File: src/rtl/sarp_pkg.sv
package sarp_pkg;

  // One span of the same-as chain: whether it forces q, and the value it yields
  typedef struct packed {
    logic force_q;
    logic val;
  } span_t;

  // Merge an upper span over a lower one: a forcing upper span wins,
  // a copying upper span passes the lower result through.
  function automatic span_t merge(input span_t hi, input span_t lo);
    span_t r;
    r.force_q = hi.force_q | lo.force_q;
    r.val     = hi.force_q ? hi.val : lo.val;
    return r;
  endfunction

  function automatic int latency(input bit pipelined);
    return pipelined ? 2 : 1;
  endfunction

endpackage

File: src/rtl/sarp_leaf.sv
module sarp_leaf #(
  parameter int WIDTH = 32
) (
  input  logic [WIDTH-1:0] op_a,
  input  logic [WIDTH-1:0] op_b,
  output logic [WIDTH:0]   f_leaf,
  output logic [WIDTH:0]   v_leaf,
  output logic [WIDTH-1:0] differ
);
  // Node 0 is the fixed boundary below bit 0: forced to zero
  assign f_leaf[0] = 1'b1;
  assign v_leaf[0] = 1'b0;

  for (genvar i = 1; i <= WIDTH; i++) begin : g_leaf
    assign f_leaf[i] = ~(op_a[i-1] ^ op_b[i-1]);
    assign v_leaf[i] = op_a[i-1];
  end

  assign differ = op_a ^ op_b;
endmodule

File: src/rtl/sarp_prefix_span.sv
module sarp_prefix_span #(
  parameter int NODES = 33,
  parameter int FIRST = 0,
  parameter int LAST  = 6
) (
  input  logic [NODES-1:0] f_in,
  input  logic [NODES-1:0] v_in,
  output logic [NODES-1:0] f_out,
  output logic [NODES-1:0] v_out
);
  import sarp_pkg::*;

  localparam int NL = LAST - FIRST;

  logic [NODES-1:0] f_lv [0:NL];
  logic [NODES-1:0] v_lv [0:NL];

  assign f_lv[0] = f_in;
  assign v_lv[0] = v_in;

  for (genvar l = 0; l < NL; l++) begin : g_lvl
    localparam int DIST = 1 << (FIRST + l);
    for (genvar i = 0; i < NODES; i++) begin : g_node
      if (i >= DIST) begin : g_cmb
        span_t hi, lo, res;
        assign hi  = '{force_q: f_lv[l][i],      val: v_lv[l][i]};
        assign lo  = '{force_q: f_lv[l][i-DIST], val: v_lv[l][i-DIST]};
        assign res = merge(hi, lo);
        assign f_lv[l+1][i] = res.force_q;
        assign v_lv[l+1][i] = res.val;
      end else begin : g_pass
        assign f_lv[l+1][i] = f_lv[l][i];
        assign v_lv[l+1][i] = v_lv[l][i];
      end
    end
  end

  assign f_out = f_lv[NL];
  assign v_out = v_lv[NL];
endmodule

File: src/rtl/sarp_sum.sv
module sarp_sum #(
  parameter int WIDTH = 32
) (
  input  logic [WIDTH-1:0] differ,
  input  logic [WIDTH:0]   q,
  output logic [WIDTH-1:0] sum_bits,
  output logic             carry_bit
);
  assign sum_bits  = differ ^ q[WIDTH-1:0];
  assign carry_bit = q[WIDTH];
endmodule

File: src/rtl/sarp_adder.sv
module sarp_adder #(
  parameter int WIDTH     = 32,
  parameter bit PIPELINED = 1'b1
) (
  input  logic             clk,
  input  logic             rst,
  input  logic             in_valid,
  input  logic [WIDTH-1:0] op_a,
  input  logic [WIDTH-1:0] op_b,
  output logic             out_valid,
  output logic [WIDTH-1:0] sum,
  output logic             carry_out
);
  localparam int NODES  = WIDTH + 1;
  localparam int LEVELS = $clog2(NODES);
  localparam int SPLIT  = PIPELINED ? LEVELS / 2 : LEVELS;
  localparam int LAT    = sarp_pkg::latency(PIPELINED);

  logic [NODES-1:0] f0, v0, f1, v1, f_r, v_r, f2, v2;
  logic [WIDTH-1:0] px0, px_r, sum_nx;
  logic             cy_nx, vld_s;

  sarp_leaf #(.WIDTH(WIDTH)) u_leaf (
    .op_a(op_a), .op_b(op_b), .f_leaf(f0), .v_leaf(v0), .differ(px0)
  );

  sarp_prefix_span #(.NODES(NODES), .FIRST(0), .LAST(SPLIT)) u_lower (
    .f_in(f0), .v_in(v0), .f_out(f1), .v_out(v1)
  );

  if (PIPELINED) begin : g_pipe
    always_ff @(posedge clk) begin
      if (rst) begin
        vld_s <= 1'b0;
        f_r   <= '0;
        v_r   <= '0;
        px_r  <= '0;
      end else begin
        vld_s <= in_valid;
        f_r   <= f1;
        v_r   <= v1;
        px_r  <= px0;
      end
    end
  end else begin : g_flat
    assign vld_s = in_valid;
    assign f_r   = f1;
    assign v_r   = v1;
    assign px_r  = px0;
  end

  sarp_prefix_span #(.NODES(NODES), .FIRST(SPLIT), .LAST(LEVELS)) u_upper (
    .f_in(f_r), .v_in(v_r), .f_out(f2), .v_out(v2)
  );

  sarp_sum #(.WIDTH(WIDTH)) u_sum (
    .differ(px_r), .q(v2), .sum_bits(sum_nx), .carry_bit(cy_nx)
  );

  always_ff @(posedge clk) begin
    if (rst) begin
      out_valid <= 1'b0;
      sum       <= '0;
      carry_out <= 1'b0;
    end else begin
      out_valid <= vld_s;
      if (vld_s) begin
        sum       <= sum_nx;
        carry_out <= cy_nx;
      end
    end
  end

  // the boundary node forces, so every resolved position is forced
  resolve_all_chk: assert property (@(posedge clk) disable iff (rst)
    vld_s |-> (&f2));


  bit0_chk: assert property (@(posedge clk) disable iff (rst)
    out_valid |-> (sum[0] == ($past(op_a[0], LAT) ^ $past(op_b[0], LAT))));


  sum_value_chk: assert property (@(posedge clk) disable iff (rst)
    out_valid |-> (sum == WIDTH'($past(op_a, LAT) + $past(op_b, LAT))));


  carry_value_chk: assert property (@(posedge clk) disable iff (rst)
    out_valid |-> ({carry_out, sum} ==
                   ({1'b0, $past(op_a, LAT)} + {1'b0, $past(op_b, LAT)})));


  valid_lat_chk: assert property (@(posedge clk) disable iff (rst)
    out_valid |-> $past(in_valid, LAT));


  reset_clear_chk: assert property (@(posedge clk) disable iff (rst)
    $past(rst) |-> (!out_valid && sum == '0 && !carry_out));


  hold_chk: assert property (@(posedge clk) disable iff (rst)
    !vld_s |=> ($stable(sum) && $stable(carry_out)));

endmodule

File: config.mk
export PLATFORM = sky130hd
export DESIGN_NAME = sarp_adder
export DESIGN_NICKNAME = d
export VERILOG_FILES = /design/src/rtl/sarp_pkg.sv /design/src/rtl/sarp_leaf.sv /design/src/rtl/sarp_prefix_span.sv /design/src/rtl/sarp_sum.sv /design/src/rtl/sarp_adder.sv
export SDC_FILE = /design/constraint.sdc
export NUM_CORES = 1
export LEC_CHECK = 0
export ABC_AREA = 0
export CORE_MARGIN = 10
export CORE_UTILIZATION = 35
export CTS_BUF_LIST = sky130_fd_sc_hd__clkbuf_16
export DETAILED_ROUTE_END_ITERATION = 8
export DONT_BUFFER_PORTS = 1
export SLEW_MARGIN = 15
export SYNTH_ARGS = -nofsm -noshare
export SYNTH_HDL_FRONTEND = slang
export SYNTH_SLANG_ARGS = --single-unit
File: constraint.sdc
create_clock -name clk -period 2.4 [get_ports clk]
set_input_delay 0.6 -clock clk [delete_from_list [all_inputs] [get_ports clk]]
set_output_delay 0.6 -clock clk [all_outputs]
set_load 0.03 [all_outputs]
# Word-level counts from Yosys, hierarchy flattened

Cells that the tools add are included.

Bits in registers: 125
Input port bits: 67
Output and inout port bits: 34
Logic and storage cells: 314

Muxes and demuxes: 134
Bitwise gates (word level): 170
Reductions and logical operators: 1

Operators by type and width:

| operator           | number |
|---|---|
| 1-bit 2-to-1 mux   | 134 |
| 1-bit bitwise OR   | 103 |
| 32-bit bitwise XOR | 2 |
| 1-bit NOT          | 33 |
| 1-bit bitwise XOR  | 32 |
| 2-bit OR reduction | 1 |

# Longest topological paths before layout

Gate-level depths: netlist (run 1).

Depth after elaboration: 6
Depth in mapped cells: 5
Mapped depth without buffers: 5

# Modules after synthesis

From an unflattened synthesis (run 1), not the netlist that was laid out.

Cell total of the unflattened synthesis: 736
Area total of the unflattened synthesis: 7,144.4 um^2

By module, submodules not included:

| module                     | times used | cells each | area an instance (um^2) | seq. area each (um^2) |
|---|---|---|---|---|
| sarp_adder                 | 1          | 317        | 3,852.4                 | 2,662.6 |
| sarp_prefix_span (u_lower) | 1          | 215        | 1,557.7                 | 0.0 |
| sarp_leaf                  | 1          | 100        | 823.3                   | 0.0 |
| sarp_prefix_span (u_upper) | 1          | 71         | 623.1                   | 0.0 |
| sarp_sum                   | 1          | 33         | 287.8                   | 0.0 |

# Worst setup path before layout (run 1)

Ideal clock, no wire load.

Path type: input port to flip-flop
Start point: input op_a[12]
End point: register v_r[19]
Setup time: 0.117 ns
Arrival time: 1.827 ns
Required time: 2.283 ns
Path slack: 0.457 ns
Cell stages on the path: 5
Buffers on the path: 1
Cells stage by stage: buf_6 maj3_2 maj3_2 maj3_2 a22o_1

Word-level cells in the longest chain between the ends: 4

RTL lines:

| element                            | RTL line         | RTL |
|---|---|---|
| from (decl)                        | sarp_adder.sv:8  | `input logic [WIDTH-1:0] op_a,` |
| 1-bit bitwise XOR                  | sarp_leaf.sv:15  | `assign f_leaf[i] = ~(op_a[i-1] ^ op_b[i-1]);` |
| 1-bit 2-to-1 mux (*) (3 in series) | sarp_pkg.sv:14   | `r.val = hi.force_q ? hi.val : lo.val;` |
| to (signal assigned)               | sarp_adder.sv:41 | `v_r <= v1;` |
| to (decl)                          | sarp_adder.sv:19 | `logic [NODES-1:0] f0, v0, f1, v1, f_r, v_r, f2, v2;` |

Every way passes the cells marked *; elsewhere a longest branch is shown, timed or not.
A chain may end at the register's enable or synchronous reset.

# Worst setup path after layout (run 1)

Start point: register sum[25]
End point: output sum[25]

RTL lines:

| element                | RTL line         | RTL |
|---|---|---|
| from (decl)            | sarp_adder.sv:11 | `output logic [WIDTH-1:0] sum,` |
| from (signal assigned) | sarp_adder.sv:68 | `sum <= sum_nx;` |

No word-level cell between the ends.

==> results of run 1 <==
[state kept, by name (all words and copies together), names as in the netlist]
signal	flops
v_r	32
carry_out	1
vld_s	1
out_valid	1
f_r	25
px_r	32
sum	32
[cell families after synthesis]
logic type / count (synthesis) / share of synthesized area [%]
adders and majority gates: 34 / 6.03
buffers and inverters: 35 / 2.74
AOI/OAI and AO/OA: 131 / 15.7
xor gates and xnor gates: 71 / 10.6
muxes: 37 / 6.78
DFF: 124 / 42.5
and+or+nand+nor: 191 / 15.7
[layer usage]
metal | vias up | track usage (%) | part of all wire [%]
met5 | - | 0 | 0
li1 | 2218 | - | -
met3 | 20 | 6.40 | 9.6
met2 | 104 | 19.8 | 43
met1 | 2060 | 16.9 | 46
met4 | 0 | 4.56 | 1.2
[cell usage in the layout (no fill, tap or decap), types with 3 or more instances in the layout]
cell / count
nand3b_1: 4
nand2b_1: 11
clkinv_2: 6
o21ai_0: 12
and3_1: 6
mux2i_1: 16
maj3_2: 8
nor3b_1: 4
a311oi_1: 3
maj3_1: 25
dfxtp_1: 123
o2bb2ai_1: 5
a211oi_1: 22
nor4_1: 12
o211a_1: 4
bufinv_16: 3
o221ai_1: 6
or3_1: 6
nor2b_1: 5
a22o_1: 4
o211ai_1: 7
a22oi_1: 5
o21a_1: 6
nor3_1: 22
mux2_2: 21
clkbuf_16: 17
xnor2_1: 37
and2_1: 9
xor2_1: 34
buf_4: 4
nor2_1: 80
clkinv_1: 3
a21oi_1: 34
nand2_1: 26
[worst max-delay path by stage]
stage	to	from	slack [ns]	cells past startpoint
3_5_place_dp	v_r[14]	op_b[8]	0.44	4
6_report	sum[25]	sum[25]	0.80	0
4_1_cts	sum[25]	sum[25]	0.78	0
5_1_grt	v_r[14]	op_b[8]	0.68	4
3_3_place_gp	v_r[15]	op_a[8]	0.48	4
2_1_floorplan	v_r[19]	op_a[12]	0.46	5
[per-stage QoR]
step	hold slack (ns)	setup WS [ns]	cells
after detailed placement	0.466	0.442	814
final	0.258	0.805	846
after floorplan	0.440	0.457	623
after global placement	0.453	0.475	814
after CTS	0.242	0.780	846
after global routing	0.251	0.681	846
[layout make-up]
cell class	count	area share (%)
Clock buffer	17	6.46
Clock inverter	15	2.36
Inverter	2	0.114
Sequential cell	124	37.7
Multi-Input combinational cell	464	48.7
Timing Repair Buffer	4	0.456
Tap cell	220	4.18
[power by group through the flow]
stage          logic [mW]  registers (mW)  clock network, mW
2_1_floorplan       0.583            2.40                  0
3_3_place_gp        0.686            2.44                  0
3_5_place_dp        0.695            2.45                  0
4_1_cts             0.699            2.40               2.52
5_1_grt             0.773            2.42               2.61
6_report            0.696            2.40               2.49
==> impl_metrics.toml, run 1 <==
[floorplan]
rows = 47
ioPinCount = 101
dieArea_um2 = 22300
core_area_um2 = 16500
die_w_um = 149
initial_core_util_pct = 35.5
die_h_um = 149

[synth]
synth_ff_type = "dfxtp_1"
synth_cell_types = 54
postSynthCellCount = 623
ys_top_cells_by_count = "124 x dfxtp_1, 80 x nor2_1, 37 x xnor2_1, 34 x a21oi_1, 34 x xor2_1"
avgSynthCellArea_um2 = 9.39
yosysSeqAreaShare_pct = 42.5
syn_area_um2 = 5850
synth_edf_count = 0
syn_nets = 691
yosys_warnings = 0
yosysMostFrequentCell = "dfxtp_1"
ys_ff_latch = 124
synth_top_area_cell = "dfxtp_1"
synth_area_leaders = "dfxtp_1 42%, xnor2_1 5.5%, nor2_1 5.1%"
ys_async_sr_fraction_pct = 0
synth_top_area_share_pct = 42.5

[timing]
slew_headroom_pct = 50.2
skew_ns = 0.00685
tns_ns = 0
finalCritPeriodShare_pct = 66.5
tightest_slew_ns = 0.746
min_period_ns = 1.60
fmax_ghz = 0.627
setup-violations-final = 0
hold_viol = 0
rsz0062_at_grt = "false"
maxSlewViolCount = 0

[layout]
antennaDiodeCount = 0
multi_input_area_um2 = 3200
final_util_pct = 40.0
fin_area_um2 = 6580
area_growth_syn_to_layout_pct = 12.6
regArea_um2 = 2480
nFillCells = 1664
layout-drive-gt1-share_pct = 11.0
nNetsFinal = 681

[global_route]
grt_start_max_net_pins = 123
grt-ovfl-total = 0
grt_pass1_vias = 4350
grt_pass1_wl_um = 23700
grtUsageTotal_pct = 13.5
antenna_found_initial = 0

[cts]
clock-root-buffer = "clkbuf_16"
post_cts_resized = 0
cts_hold_buf = 0
cts_sinks = 124
clock_latency_ns = 0.41
cts_tree = "yes"
cts_inserted_buffers = 17
path_clk_slew_ns = 0.05
htreeDepth = 4
cts_setup_buffers = 0
cts_max_path_buffers = 2

[pwr]
irDropWorstVdd_mv = 0.479
power.total_mw = 5.59
comb_power_share_pct = 12.5
p_int_mw = 4.14
p_sw_mw = 1.44
power_density_nw_per_um2 = 849
p_clk_share_pct = 44.6
p_leak_nw = 2.45
p_seq_share_pct = 43.0
netSwitchingFraction_pct = 25.8

[detailed_routing]
wl_per_cell_um = 18.0
ant_nets = 0
drt_wl_total_um = 15200
vias = 4402
drt_iter0_markers = 240
post-route-drc-count = 0
vias_per_cell = 5.20
firstDrtPassIters = 6

[critical_path]
reg2reg_depth = 4
required_ns = 1.80
critPathArrivalTime_ns = 1.00
timing_worst_setup_path_type = "reg2out"
reg2reg_from = "f_r[15]"
worstSetupStartpointType = "register"
reg2reg_to = "sum[23]"
endpoint_kind = "primary output"
r2r_slack_ns = 0.83
worstPathMaxFanout = 2

[hold_path]
worstHoldPathCells = 1
worstHoldEndpoint = "vld_s"
hp-start = "rst"
hold_path.class = "in2reg"

[placement]
hpwlAfterDp_um = 11800
io_buffers = 0
gp_congestion = 0.819
place_area_um2 = 6000

[run_status]
outcome = "complete, no violations"

[flow_run]
cap_violations = 0
Note: power is estimated with default switching activity, not from simulation.
==> run 2, diff against run 1 <==
- clock period: 2.4 -> 1.3 ns (I/O delays scaled with it)
==> impl_metrics.toml, run 2 (synthesized netlist as in run 1, its figures left out) <==
[run_status]
outcome = "complete, but fails checks"
violations = "setup timing"

[timing]
slew_headroom_pct = 59.0
maxSlewViolCount = 0
skew_ns = 0.00694
holdWs_ns = 0.0129
worst_slack_ns = -0.0713
finalCritPeriodShare_pct = 105
tightest_slew_ns = 0.611
setup-violations-final = 7
fmax_ghz = 0.729
rsz0062_at_grt = "true"
min_period_ns = 1.37
hold_viol = 0

[cts]
path_clk_slew_ns = 0.06
cts_inserted_buffers = 17
cts_max_path_buffers = 2
clock-root-buffer = "clkbuf_16"
clock_latency_ns = 0.42
cts_tree = "yes"
htreeDepth = 4
cts_sinks = 124

[global_route]
antenna_found_initial = 0
grt_start_max_net_pins = 123
grt_pass1_wl_um = 27200
grt-ovfl-total = 0
grt_pass1_vias = 5147
grtUsageTotal_pct = 15.2

[placement]
hpwlAfterDp_um = 12600
gp_congestion = 0.873
pre_cts_slack_ns = -0.273
io_buffers = 0

[layout]
mostFrequentLayoutCell = "buf_4"
top_regs = "px_r (32), sum (32), v_r (32)"
final_util_pct = 50.4
area_growth_syn_to_layout_pct = 41.9
layout-drive-gt1-share_pct = 34.1
antennaDiodeCount = 0
layout_common_cells = "108 x buf_4, 101 x dfxtp_1, 77 x nor2_1"
nNetsFinal = 824

[pwr]
p_int_mw = 8.67
power.total_mw = 11.7
netSwitchingFraction_pct = 25.6
power_density_nw_per_um2 = 1410
p_sw_mw = 2.99
p_leak_nw = 3.36
comb_power_share_pct = 18.5
p_clk_share_pct = 44.1
irDropWorstVdd_mv = 1.07
p_seq_share_pct = 37.4

[critical_path]
worstSetupStartpointType = "register"
timing_worst_setup_path_type = "reg2reg"
crit_path_max_incr_delay_ns = 0.33
path_cells = "mux2_4 > mux2i_1 > buf_4 > xor2_4 > a211oi_2"
cpMaxStageDelayCell = "dfxtp_2"
required_ns = 1.60
worstPathMaxFanout = 3
endpoint_kind = "register"
critPathArrivalTime_ns = 1.67

[detailed_routing]
drt_wl_total_um = 17100
vias_per_cell = 5.08
firstDrtPassIters = 4
drt_iter0_markers = 257
ant_nets = 0
wl_per_cell_um = 17.3
vias = 5024
post-route-drc-count = 0

[flow_run]
cap_violations = 0

[floorplan]
core_area_um2 = 16500
dieArea_um2 = 22300
die_h_um = 149
initial_core_util_pct = 35.5
die_w_um = 149
ioPinCount = 101
rows = 47

[hold_path]
hold_path.class = "in2reg"
-- run 2: cell types whose count changed in the layout (fill, tap and decap cells not counted), moves of 9 or more --
cell and change:
xnor2_1 -10, dfxtp_2 +21, xor2_2 +10, dfxtp_1 -22, mux2_4 +12, maj3_1 -10, xor2_1 -11, dlygate4sd3_1 +31
xnor2_2 +9, maj3_2 +10, mux2_2 -12, buf_4 +104
-- run 2: power by group through the flow --
stage	Sequential [mW]	Clock [mW]	Combinational, mW
2_1_floorplan	4.43	0	1.19
3_3_place_gp	4.40	0	1.87
3_5_place_dp	4.41	0	1.89
4_1_cts	4.35	5.19	2.06
5_1_grt	4.39	5.37	2.34
6_report	4.36	5.14	2.15
-- run 2: area by class of cell --
| cell class | instances | area [um2] |
|---|---|---|
| Multi-Input combinational cell | 464 | 3630 |
| Tap cell | 220 | 275 |
| Fill cell | 1488 | 8170 |
| Inverter | 2 | 7.51 |
| Clock buffer | 17 | 425 |
| Clock inverter | 15 | 219 |
| Sequential cell | 124 | 2510 |
| Timing Repair Buffer | 147 | 1230 |
-- run 2: final timing paths --
check	startpoint	end	slack, ns	cells after the start
setup / recovery	f_r[14]	sum[22]	-0.07	5
hold / removal	rst	out_valid	0.01	1
setup reg to reg	f_r[14]	sum[22]	-0.07	5
hold reg to reg	px_r[0]	sum[0]	0.47	2
-- run 2: per-layer routing --
layer | share of wire (%) | vias to the layer above | global-route usage, %
met5 | 0 | - | 0
met4 | 1.2 | 0 | 4.56
met3 | 7.3 | 17 | 5.01
met2 | 46 | 138 | 23.5
met1 | 46 | 2372 | 19.8
li1 | - | 2497 | -
-- run 2: critical path, delay by kind of cell, from the launching register on --
| kind | cells | cell delay (ns) |
|---|---|---|
| compound gates | 1 | 0.08 |
| mux | 2 | 0.50 |
| xor+xnor | 1 | 0.16 |
| flops | 1 | 0.33 |
| buf+inv | 1 | 0.19 |
-- run 2: stage by stage --
stage / instance area [um2] / std cells / setup TNS (ns)
global route: 8300 / 989 / -0.694
floorplan: 6140 / 623 / -1.72
global placement: 7040 / 921 / -4.26
CTS: 8130 / 984 / -0.160
detailed placement: 7040 / 921 / -4.73
finish: 8300 / 989 / -0.275
-- run 2: what timing repair did --
item / 4_1_cts / 5_1_grt
setup endpoints to repair: 27 / 28
buffers inserted: 0 / 5
hold endpoints to repair: 81 / 34
pin swaps: 10 / 12
hold buffers: 32 / 2
resized for setup: 35 / 28
==> run 3, diff against run 2 <==
- DONT_BUFFER_PORTS: 1 -> not set
- GPL_ROUTABILITY_DRIVEN: not set -> 0
- PLACE_DENSITY_LB_ADDON: not set -> 0.3
==> impl_metrics.toml, run 3 (synthesized netlist as in run 1, its figures left out) <==
[cts]
path_clk_slew_ns = 0.06
cts_inserted_buffers = 17
clock-root-buffer = "clkbuf_16"
clock_latency_ns = 0.40
cts_tree = "yes"
htreeDepth = 4
cts_hold_buf = 0
cts_sinks = 124
cts_max_path_buffers = 2

[layout]
layout_common_cells = "202 x buf_4, 112 x dfxtp_1, 71 x nor2_1"
top_regs = "px_r (32), sum (32), v_r (32)"
layout-drive-gt1-share_pct = 51.9
regArea_um2 = 2500
nNetsFinal = 975
final_util_pct = 62.4
multi_input_area_um2 = 4350
area_growth_syn_to_layout_pct = 75.8
nFillCells = 1262
fin_area_um2 = 10300
antennaDiodeCount = 0
mostFrequentLayoutCell = "buf_4"

[floorplan]
die_w_um = 149
core_area_um2 = 16500
die_h_um = 149
dieArea_um2 = 22300
initial_core_util_pct = 35.5
rows = 47
ioPinCount = 101

[placement]
io_buffers = 100
hpwlAfterDp_um = 14200
place_area_um2 = 8630

[timing]
setup-violations-final = 14
worst_slack_ns = -0.0795
rsz0062_at_grt = "true"
min_period_ns = 1.38
slew_headroom_pct = 69.5
fmax_ghz = 0.725
tightest_slew_ns = 0.454
tns_ns = -0.486
maxSlewViolCount = 0
skew_ns = 0.0102
finalCritPeriodShare_pct = 106
hold_viol = 0

[global_route]
grt_util_met3_pct = 3.37
globalRouteMet2Util_pct = 28.3
grt_pass1_wl_um = 30500
grt_pass1_vias = 6044
grtUsageTotal_pct = 16.8
grt.busiest_layer = "met2"
use_met1_pct = 21.2
grt-ovfl-total = 0
grt_start_max_net_pins = 42
antenna_found_initial = 0

[critical_path]
worstSetupStartpointType = "register"
required_ns = 1.58
endpoint = "sum[23]"
timing_worst_setup_path_type = "reg2reg"
reg2reg_depth = 5
worstPathMaxFanout = 3
reg2reg_from = "f_r[15]"
critPathLaunch = "f_r[15]"
critPathArrivalTime_ns = 1.66
reg2reg_to = "sum[23]"
r2r_slack_ns = -0.08
endpoint_kind = "register"

[pwr]
power.total_mw = 12.4
netSwitchingFraction_pct = 27.6
comb_power_share_pct = 26.7
p_sw_mw = 3.44
irDropWorstVdd_mv = 0.899
p_int_mw = 9.00
p_leak_nw = 4.32
p_seq_share_pct = 34.7
p_clk_share_pct = 38.7
power_density_nw_per_um2 = 1210

[hold_path]
hold_path.class = "in2reg"

[detailed_routing]
drt_iter0_markers = 309
firstDrtPassIters = 5
ant_nets = 0
post-route-drc-count = 0
vias = 5732
drt_wl_total_um = 19600
vias_per_cell = 5.03
wl_per_cell_um = 17.2

[flow_run]
cap_violations = 0

[run_status]
violations = "setup timing"
outcome = "complete, but fails checks"
-- run 3: worst min-delay path by stage --
stage,startpoint,end,slack [ns],cells past startpoint
2_1_floorplan,px_r[0],sum[0],0.44,2
3_3_place_gp,px_r[0],sum[0],0.45,2
3_5_place_dp,px_r[0],sum[0],0.46,2
4_1_cts,rst,vld_s,0.16,2
5_1_grt,rst,vld_s,0.17,2
6_report,rst,vld_s,0.18,2
-- run 3: final cells by class --
cell class	count	share of cell area, %
multi-input combinational	464	42.3
timing repair buffer	298	24.8
sequential	124	24.3
clock buffer	17	4.14
tap	220	2.68
clock inverter	14	1.73
inverter	2	0.0731
-- run 3: power groups by stage --
stage	clock (mW)	combinational (mW)	sequential (mW)
after global placement	0	2.67	4.34
after global routing	5.03	3.53	4.34
final	4.81	3.32	4.31
after detailed placement	0	2.72	4.35
after CTS	4.84	3.04	4.30
after floorplan	0	1.19	4.43
-- run 3: layer usage --
| layer | vias to the layer above | share of wire (%) | wire length (um) |
|---|---|---|---|
| li1 | 2804 | - | - |
| met1 | 2766 | 44 | 8520 |
| met2 | 145 | 51 | 9970 |
| met3 | 17 | 4.6 | 899 |
| met4 | 0 | 0.86 | 168 |
| met5 | - | 0 | 0 |
-- run 3: worst max-delay path: stages (launching register included) --
cell and delay (ns):
dfxtp_2 0.32, mux2_4 0.31, mux2i_2 0.20, buf_4 0.18, xor2_2 0.16, a211oi_2 0.08
-- run 3: metrics by stage --
stage               cells  hold slack [ns]  worst slack, ns
floorplan             623            0.440           -0.319
global placement     1088            0.451           -0.781
detailed placement   1088            0.458           -0.817
CTS                  1134            0.158          -0.0777
global route         1139            0.173           -0.129
finish               1139            0.178          -0.0795
-- run 3: what timing repair did --
| action | in CTS | in global routing |
|---|---|---|
| resized for setup | 224 | 114 |
| buffers inserted | 16 | 6 |
| endpoints found under the setup margin | 71 | 52 |
| pin swaps | 51 | 43 |
